--- src/rtl/otg_tmr_pkg.sv ---
package otg_tmr_pkg;
  localparam int unsigned TMR_DATA_W = 32;
  localparam int unsigned TMR_CNT_W  = 27;
  localparam int unsigned TMR_EN_BIT = 31;
endpackage

--- src/rtl/otg_tmr_cnt.sv ---
module otg_tmr_cnt #(
  parameter int unsigned CNT_W = 27
) (
  input  logic             clk_i,
  input  logic             rst_ni,
  input  logic             load_i,
  input  logic             cancel_i,
  input  logic             expire_i,
  input  logic [CNT_W-1:0] load_val_i,
  output logic             active_o,
  output logic             zero_o
);
  logic [CNT_W-1:0] cnt_q;
  logic             active_q;

  always_ff @(posedge clk_i or negedge rst_ni) begin
    if (!rst_ni) begin
      cnt_q    <= '0;
      active_q <= 1'b0;
    end else if (load_i) begin
      cnt_q    <= load_val_i;
      active_q <= 1'b1;
    end else if (cancel_i || expire_i) begin
      active_q <= 1'b0;
    end else if (active_q && cnt_q != '0) begin
      cnt_q <= cnt_q - 1'b1;
    end
  end

  assign active_o = active_q;
  assign zero_o   = (cnt_q == '0);

  AST_CNT_DEC: assert property (@(posedge clk_i) disable iff (!rst_ni)
    (active_q && cnt_q != '0 && !load_i && !cancel_i) |=> (cnt_q == $past(cnt_q) - 1'b1));
  AST_RELOAD: assert property (@(posedge clk_i) disable iff (!rst_ni)
    load_i |=> (active_q && cnt_q == $past(load_val_i)));
  AST_CANCEL_IDLE: assert property (@(posedge clk_i) disable iff (!rst_ni)
    (cancel_i && !load_i) |=> !active_q);
endmodule

--- src/rtl/otg_tmr_reg.sv ---
module otg_tmr_reg #(
  parameter int unsigned DATA_W = 32
) (
  input  logic              clk_i,
  input  logic              rst_ni,
  input  logic              wr_i,
  input  logic [DATA_W-1:0] wr_data_i,
  input  logic              clr_i,
  output logic [DATA_W-1:0] q_o
);
  logic [DATA_W-1:0] q_q;

  always_ff @(posedge clk_i or negedge rst_ni) begin
    if (!rst_ni)     q_q <= '0;
    else if (wr_i)   q_q <= wr_data_i;
    else if (clr_i)  q_q <= '0;
  end

  assign q_o = q_q;

  AST_WR_STORES: assert property (@(posedge clk_i) disable iff (!rst_ni)
    wr_i |=> (q_q == $past(wr_data_i)));
endmodule

--- src/rtl/otg_tmr.sv ---
module otg_tmr
  import otg_tmr_pkg::*;
#(
  parameter int unsigned DATA_W = TMR_DATA_W,
  parameter int unsigned CNT_W  = TMR_CNT_W,
  parameter int unsigned EN_BIT = TMR_EN_BIT
) (
  input  logic              clk_i,
  input  logic              rst_ni,
  input  logic              wr_en_i,
  input  logic [DATA_W-1:0] wr_data_i,
  output logic [DATA_W-1:0] rd_data_o,
  output logic              timeout_o
);
  logic arm, disarm, expire, active, zero;
  logic timeout_q;

  assign arm    = wr_en_i &&  wr_data_i[EN_BIT];
  assign disarm = wr_en_i && !wr_data_i[EN_BIT];
  // a write in the expiry cycle takes priority over the old count
  assign expire = active && zero && !wr_en_i;

  otg_tmr_cnt #(.CNT_W(CNT_W)) u_cnt (
    .clk_i      (clk_i),
    .rst_ni     (rst_ni),
    .load_i     (arm),
    .cancel_i   (disarm),
    .expire_i   (expire),
    .load_val_i (wr_data_i[CNT_W-1:0]),
    .active_o   (active),
    .zero_o     (zero)
  );

  otg_tmr_reg #(.DATA_W(DATA_W)) u_reg (
    .clk_i     (clk_i),
    .rst_ni    (rst_ni),
    .wr_i      (wr_en_i),
    .wr_data_i (wr_data_i),
    .clr_i     (expire),
    .q_o       (rd_data_o)
  );

  always_ff @(posedge clk_i or negedge rst_ni) begin
    if (!rst_ni) timeout_q <= 1'b0;
    else         timeout_q <= expire;
  end

  assign timeout_o = timeout_q;

  AST_PULSE_ONE: assert property (@(posedge clk_i) disable iff (!rst_ni)
    timeout_o |=> !timeout_o);
  AST_CLR_ON_EXPIRE: assert property (@(posedge clk_i) disable iff (!rst_ni)
    timeout_o |-> (rd_data_o == '0));
  AST_PULSE_FROM_EN: assert property (@(posedge clk_i) disable iff (!rst_ni)
    $rose(timeout_o) |-> $past(rd_data_o[EN_BIT]));
  AST_WR_BEATS_EXPIRE: assert property (@(posedge clk_i) disable iff (!rst_ni)
    wr_en_i |=> !timeout_o);
endmodule

--- config.mk ---
export PLATFORM = sky130hd
export DESIGN_NAME = otg_tmr
export DESIGN_NICKNAME = d
export VERILOG_FILES = /design/src/rtl/otg_tmr_pkg.sv /design/src/rtl/otg_tmr_cnt.sv /design/src/rtl/otg_tmr_reg.sv /design/src/rtl/otg_tmr.sv
export SDC_FILE = /design/constraint.sdc
export NUM_CORES = 1
export LEC_CHECK = 0
export BUFFER_PORTS_ARGS = -buffer_cell sky130_fd_sc_hd__clkbuf_2
export CAP_MARGIN = 20
export CORE_ASPECT_RATIO = 1.5
export CORE_MARGIN = 8
export CORE_UTILIZATION = 48
export CTS_BUF_LIST = sky130_fd_sc_hd__clkbuf_16
export CTS_CLUSTER_DIAMETER = 120
export DETAILED_ROUTE_END_ITERATION = 8
export GPL_TIMING_DRIVEN = 0
export PLACE_DENSITY = 0.85
export SLEW_MARGIN = 20
export SYNTH_ARGS = -nofsm -noshare
export SYNTH_HDL_FRONTEND = slang
export SYNTH_SLANG_ARGS = --single-unit
--- constraint.sdc ---
create_clock -name clk_i -period 2.2 [get_ports clk_i]
set_input_delay 0 -clock clk_i [delete_from_list [all_inputs] [get_ports clk_i]]
set_output_delay 0 -clock clk_i [all_outputs]
set_load 0.05 [all_outputs]
Word level (Yosys, flattened, before mapping)
Cells that the tools add are included.
Word-level totals
  bits in registers: 61
  memories: 0
  bits in writable memories: 0
  bits in latches: 0
  logic and storage cells: 27
  memory bits (read-only): 0
  output and inout bits: 33
Cells by class
  mux-type cells: 7
  reductions and logical operators: 14
  shifts and indexed selects: 0
  $mul: 0
  add/sub/neg operators: 1
  bitwise operators: 0
  order comparisons: 0
  eq/ne operators: 1
  div/mod/pow operators: 0
Operators by type and width (number)
  2-to-1 mux 27 bit: 3
  2-to-1 mux 32 bit: 2
  logical NOT 27 bit: 1
  nonzero test 27 bit: 1
  subtractor 27 x 1 -> 27 bit (second input constant): 1
  nonzero test 2 bit: 3
  logical AND 1 bit: 5
  logical NOT 1 bit: 2
  2-to-1 mux 1 bit: 2
  != test 2 bit (second input constant): 1
  AND reduction 2 bit: 1
  logical OR 1 bit: 1

Depth between registers and ports, before layout
  depth after elaboration: 6
  gate-level depth with buffers: 8

Cells and area by module
From an unflattened synthesis, not the netlist that was laid out.
Second synthesis, totals
  cell total of the unflattened synthesis: 270
  area total of the unflattened synthesis: 2934.1 µm²
By module, submodules not included
  otg_tmr_cnt: times used 1, area an instance 1710.4 µm², cells each 194, seq. area each 700.7 µm²
  otg_tmr_reg: times used 1, area an instance 1173.6 µm², cells each 72, seq. area each 800.8 µm²
  otg_tmr: times used 1, area an instance 50.0 µm², cells each 4, seq. area each 25.0 µm²

Worst setup path after synthesis
No wires, ideal clock.
  path kind: register -> register
  start point: reg u_cnt.cnt_q[0]
  end point: reg u_cnt.cnt_q[4]
  clock period less this slack: 2.330 ns
  path buffers: 0
  setup time: 0.104 ns
  data required time: 2.096 ns
  cell stages (with the launch flop): 8
  arrival: 2.226 ns
  slack: -0.130 ns
  cell sequence: dfrtp_1 -> inv_1 -> ha_1 -> or3b_4 -> nor4_4 -> a21o_1 -> mux2_2 -> a221oi_1
On the way
  longest elaborated chain between the ends: 6
Ends and longest elaborated chain
  start: declaration: line otg_tmr_cnt.sv:13  | logic [CNT_W-1:0] cnt_q;
  start signal: assignment: line otg_tmr_cnt.sv:21  | cnt_q <= load_val_i;
  start signal: assignment: line otg_tmr_cnt.sv:26  | cnt_q <= cnt_q - 1'b1;
  parallel branches: the longest is 6 deep, another holds subtractor 27 x 1 -> 27 bit
Parallel ways; which one is timed is not known. The select of a mux whose other input is x is not followed.
A chain may end at the register's enable or synchronous reset.

Final worst setup path
  start point: reg u_cnt.cnt_q[19]
  end point: reg u_cnt.cnt_q[25]
Same word-level chain as after synthesis.

==> flow_metrics.env <==
export IMPL_outcome="complete, but fails checks"
export IMPL_violations="setup timing"
export IMPL_start_util=0.4855
export IMPL_synth_fp_nets=309
export IMPL_htreeDepth=3
export IMPL_period_minus_slack_ns=2.350
export IMPL_cts_tree="built"
export IMPL_fin_crit_sh=1.068
export IMPL_syn2layout_area_growth_pct=56.57
export IMPL_rrSetupSlack_ns=-0.15
export IMPL_hp_class="in -> reg"
export IMPL_vias=3076
export IMPL_die_width_um=79.61
export IMPL_synth_edf_count=0
export IMPL_grt_pass1_wl_mm=15.15
export IMPL_r2r_end="u_cnt.cnt_q[25]"
export IMPL_rsz0062_at_grt="true"
export IMPL_arrival_ns=2.59
export IMPL_ys_ff_latch=61
export IMPL_die_h_um=111.4
export IMPL_fin_cells=489
export IMPL_critPathRequiredTime_ns=2.44
export IMPL_netlist_cell_type_count=51
export IMPL_hold_start="wr_data_i[31]"
export IMPL_cts_path_max_buffers=2
export IMPL_antenna_cells=0
export IMPL_p_per_area_nw_per_um2=819.6
export IMPL_first_pass_iters=4
export IMPL_ios=68
export IMPL_clk_latency_ns=0.34
export IMPL_worstSetupStartpointType="flip-flop"
export IMPL_hpwl_mm=5.743
export IMPL_final_util=0.7602
export IMPL_overflow=0
export IMPL_p_leak_nw=2.063
export IMPL_layout_drive_gt1_share=0.3904
export IMPL_wl_per_cell_um=21.66
export IMPL_fmax_mhz=425.5
export IMPL_cts_root_buf="clkbuf_16"
export IMPL_setup_viol=37
export IMPL_via_per_inst=6.290
export IMPL_slew_headroom=0.5258
export IMPL_path_clk_slew_ns=0.05
export IMPL_clock_skew_ns=0.01022
export IMPL_syn_area_per_cell_um2=10.67
export IMPL_grt_start_max_net_pins=38
export IMPL_crit_path_end_kind="flip-flop"
export IMPL_numClockSinks=61
export IMPL_drv_cap=0
export IMPL_hold_violations=0
export IMPL_io_buffers=66
export IMPL_num_nets_final=447
export IMPL_coreArea_um2=6000
export IMPL_antenna_found_initial=0
export IMPL_ir_drop_mv=0.7817
export IMPL_place_area_um2=3391
export IMPL_min_path_cells=4
export IMPL_syn_inst=273
export IMPL_stdcell_area_um2=4561
export IMPL_num_rows=35
export IMPL_drc_errors=0
export IMPL_r2r_cells=5
export IMPL_critPathKind="reg -> reg"
export IMPL_drt_iter0_drc=302
export IMPL_antenna_left=0
export IMPL_die_area_um2=8868
export IMPL_cts_buffers=9
export IMPL_syn_cell_area_um2=2913
export IMPL_maxSlewViolCount=0
export IMPL_r2r_start="u_cnt.cnt_q[19]"
export IMPL_hold_path_end="u_cnt.cnt_q[26]"
export IMPL_grt_pass1_vias=3174
export IMPL_cp_max_fo=6
export IMPL_wirelength_mm=10.59
export IMPL_yosys_warnings=0
export IMPL_yosysSeqAreaShare=0.5241
export IMPL_grt_usage=0.2182
export IMPL_fin_ws_ns=-0.1500
export IMPL_ys_flop_type="dfrtp_1"
export IMPL_tightest_slew_ns=0.7114
export IMPL_dp_cells=414
export IMPL_place_congestion=0.8616
export IMPL_async_flop_share=1.000
## logic make-up (layout without fill, tap and decap cells)
family,after synthesis,after routing,share of synthesized area
adder cells (fa/ha/maj),1,1,0.004295
multiplexers,5,5,0.01804
AO/OA/AOI/OAI,79,79,0.2152
XOR/XNOR,6,6,0.01804
flip-flops,61,61,0.5241
buffers and inverters,23,165,0.03222
AND/OR/NAND/NOR,98,98,0.1881
## cell usage in the layout (no fill, tap or decap), types with 4 or more instances in the layout
cell,count
clkbuf_2,65
dfrtp_1,61
dlygate4sd3_1,32
a22o_1,31
nor2_1,26
nand2_1,23
buf_4,19
clkbuf_16,11
clkbuf_1,10
or4_1,8
buf_8,6
nand3_1,6
or2_2,5
a21oi_1,5
o211ai_1,5
buf_6,5
nor4_4,4
inv_1,4
xnor2_1,4
nor3_2,4
a211oi_2,4
## power by group
group | total, mW | internal [mW] | switching, mW
logic | 0.869 | 0.354 | 0.515
clock network | 1.46 | 0.973 | 0.491
registers | 1.40 | 1.26 | 0.147
## cells in the mapped netlist (all sizes together), types with 6 or more instances
cell type | n | area, um2
dfrtp | 61 | 1526
a22o | 31 | 271.5
nor2 | 27 | 101.4
nand2 | 24 | 90.09
clkbuf | 13 | 48.80
or4 | 11 | 90.08
a21oi | 8 | 43.79
nor3 | 8 | 45.04
nor4 | 7 | 80.07
a211oi | 6 | 45.04
inv | 6 | 22.52
nand3 | 6 | 30.03
## through the flow
step / worst slack (ns) / hold slack, ns / total power, mW / setup TNS [ns]
finish: -0.1500 / 0.1203 / 3.738 / -1.205
global route: -0.2527 / 0.1593 / 3.849 / -4.791
CTS: -0.05868 / 0.09294 / 3.612 / -0.2650
detailed placement: -0.3631 / -0.02975 / 2.066 / -15.53
global placement: -0.3506 / 0.2308 / 2.034 / -15.06
floorplan: -0.01642 / -0.2956 / 1.849 / -0.05239
## metal layers
metal	track usage	share of wire
met3	0.06935	0.077
met2	0.3499	0.51
met1	0.2338	0.37
met5	0	0
met4	0.1528	0.043
## how the worst max path moves through the flow
| stage | from | end | slack, ns | depth (start not counted) |
|---|---|---|---|---|
| 6_report | u_cnt.cnt_q[19] | u_cnt.cnt_q[25] | -0.15 | 5 |
| 5_1_grt | u_cnt.cnt_q[19] | u_cnt.cnt_q[25] | -0.25 | 5 |
| 4_1_cts | u_cnt.cnt_q[0] | u_cnt.cnt_q[2] | -0.06 | 9 |
| 3_5_place_dp | u_cnt.cnt_q[22] | u_reg.q_o[22] | -0.36 | 5 |
| 3_3_place_gp | u_cnt.cnt_q[22] | u_reg.q_o[20] | -0.35 | 5 |
| 2_1_floorplan | u_cnt.cnt_q[23] | u_cnt.cnt_q[4] | -0.02 | 5 |
## flip-flops by register name (all words and copies together), names as in the netlist
register,count
timeout_o,1
u_cnt.active_o,1
u_cnt.cnt_q,27
u_reg.q_o,32
## worst max-delay path: stages (launching register included)
cell	delay, ns
dfrtp_1	0.46
or4_1	0.61
nor4_1	0.56
nand4b_1	0.29
xor2_1	0.21
o22ai_1	0.13
## layout make-up
cell class                      count  area [um2]
Timing Repair Buffer              128       989.7
Sequential cell                    61        1526
Clock buffer                        9       225.2
Tap cell                           74       92.59
Fill cell                         302        1439
Inverter                            6       22.52
Clock inverter                      6       78.83
Buffer                             16       127.6
Multi-Input combinational cell    189        1498
## timing repair
action,in CTS,in global routing
hold endpoints to repair,113,0
cloned,1,2
pin swaps,9,37
buffers inserted,17,11
resized for setup,24,37
setup endpoints to repair,58,57
hold buffers,32,0
No activity file was read; power rests on OpenSTA's default activity.
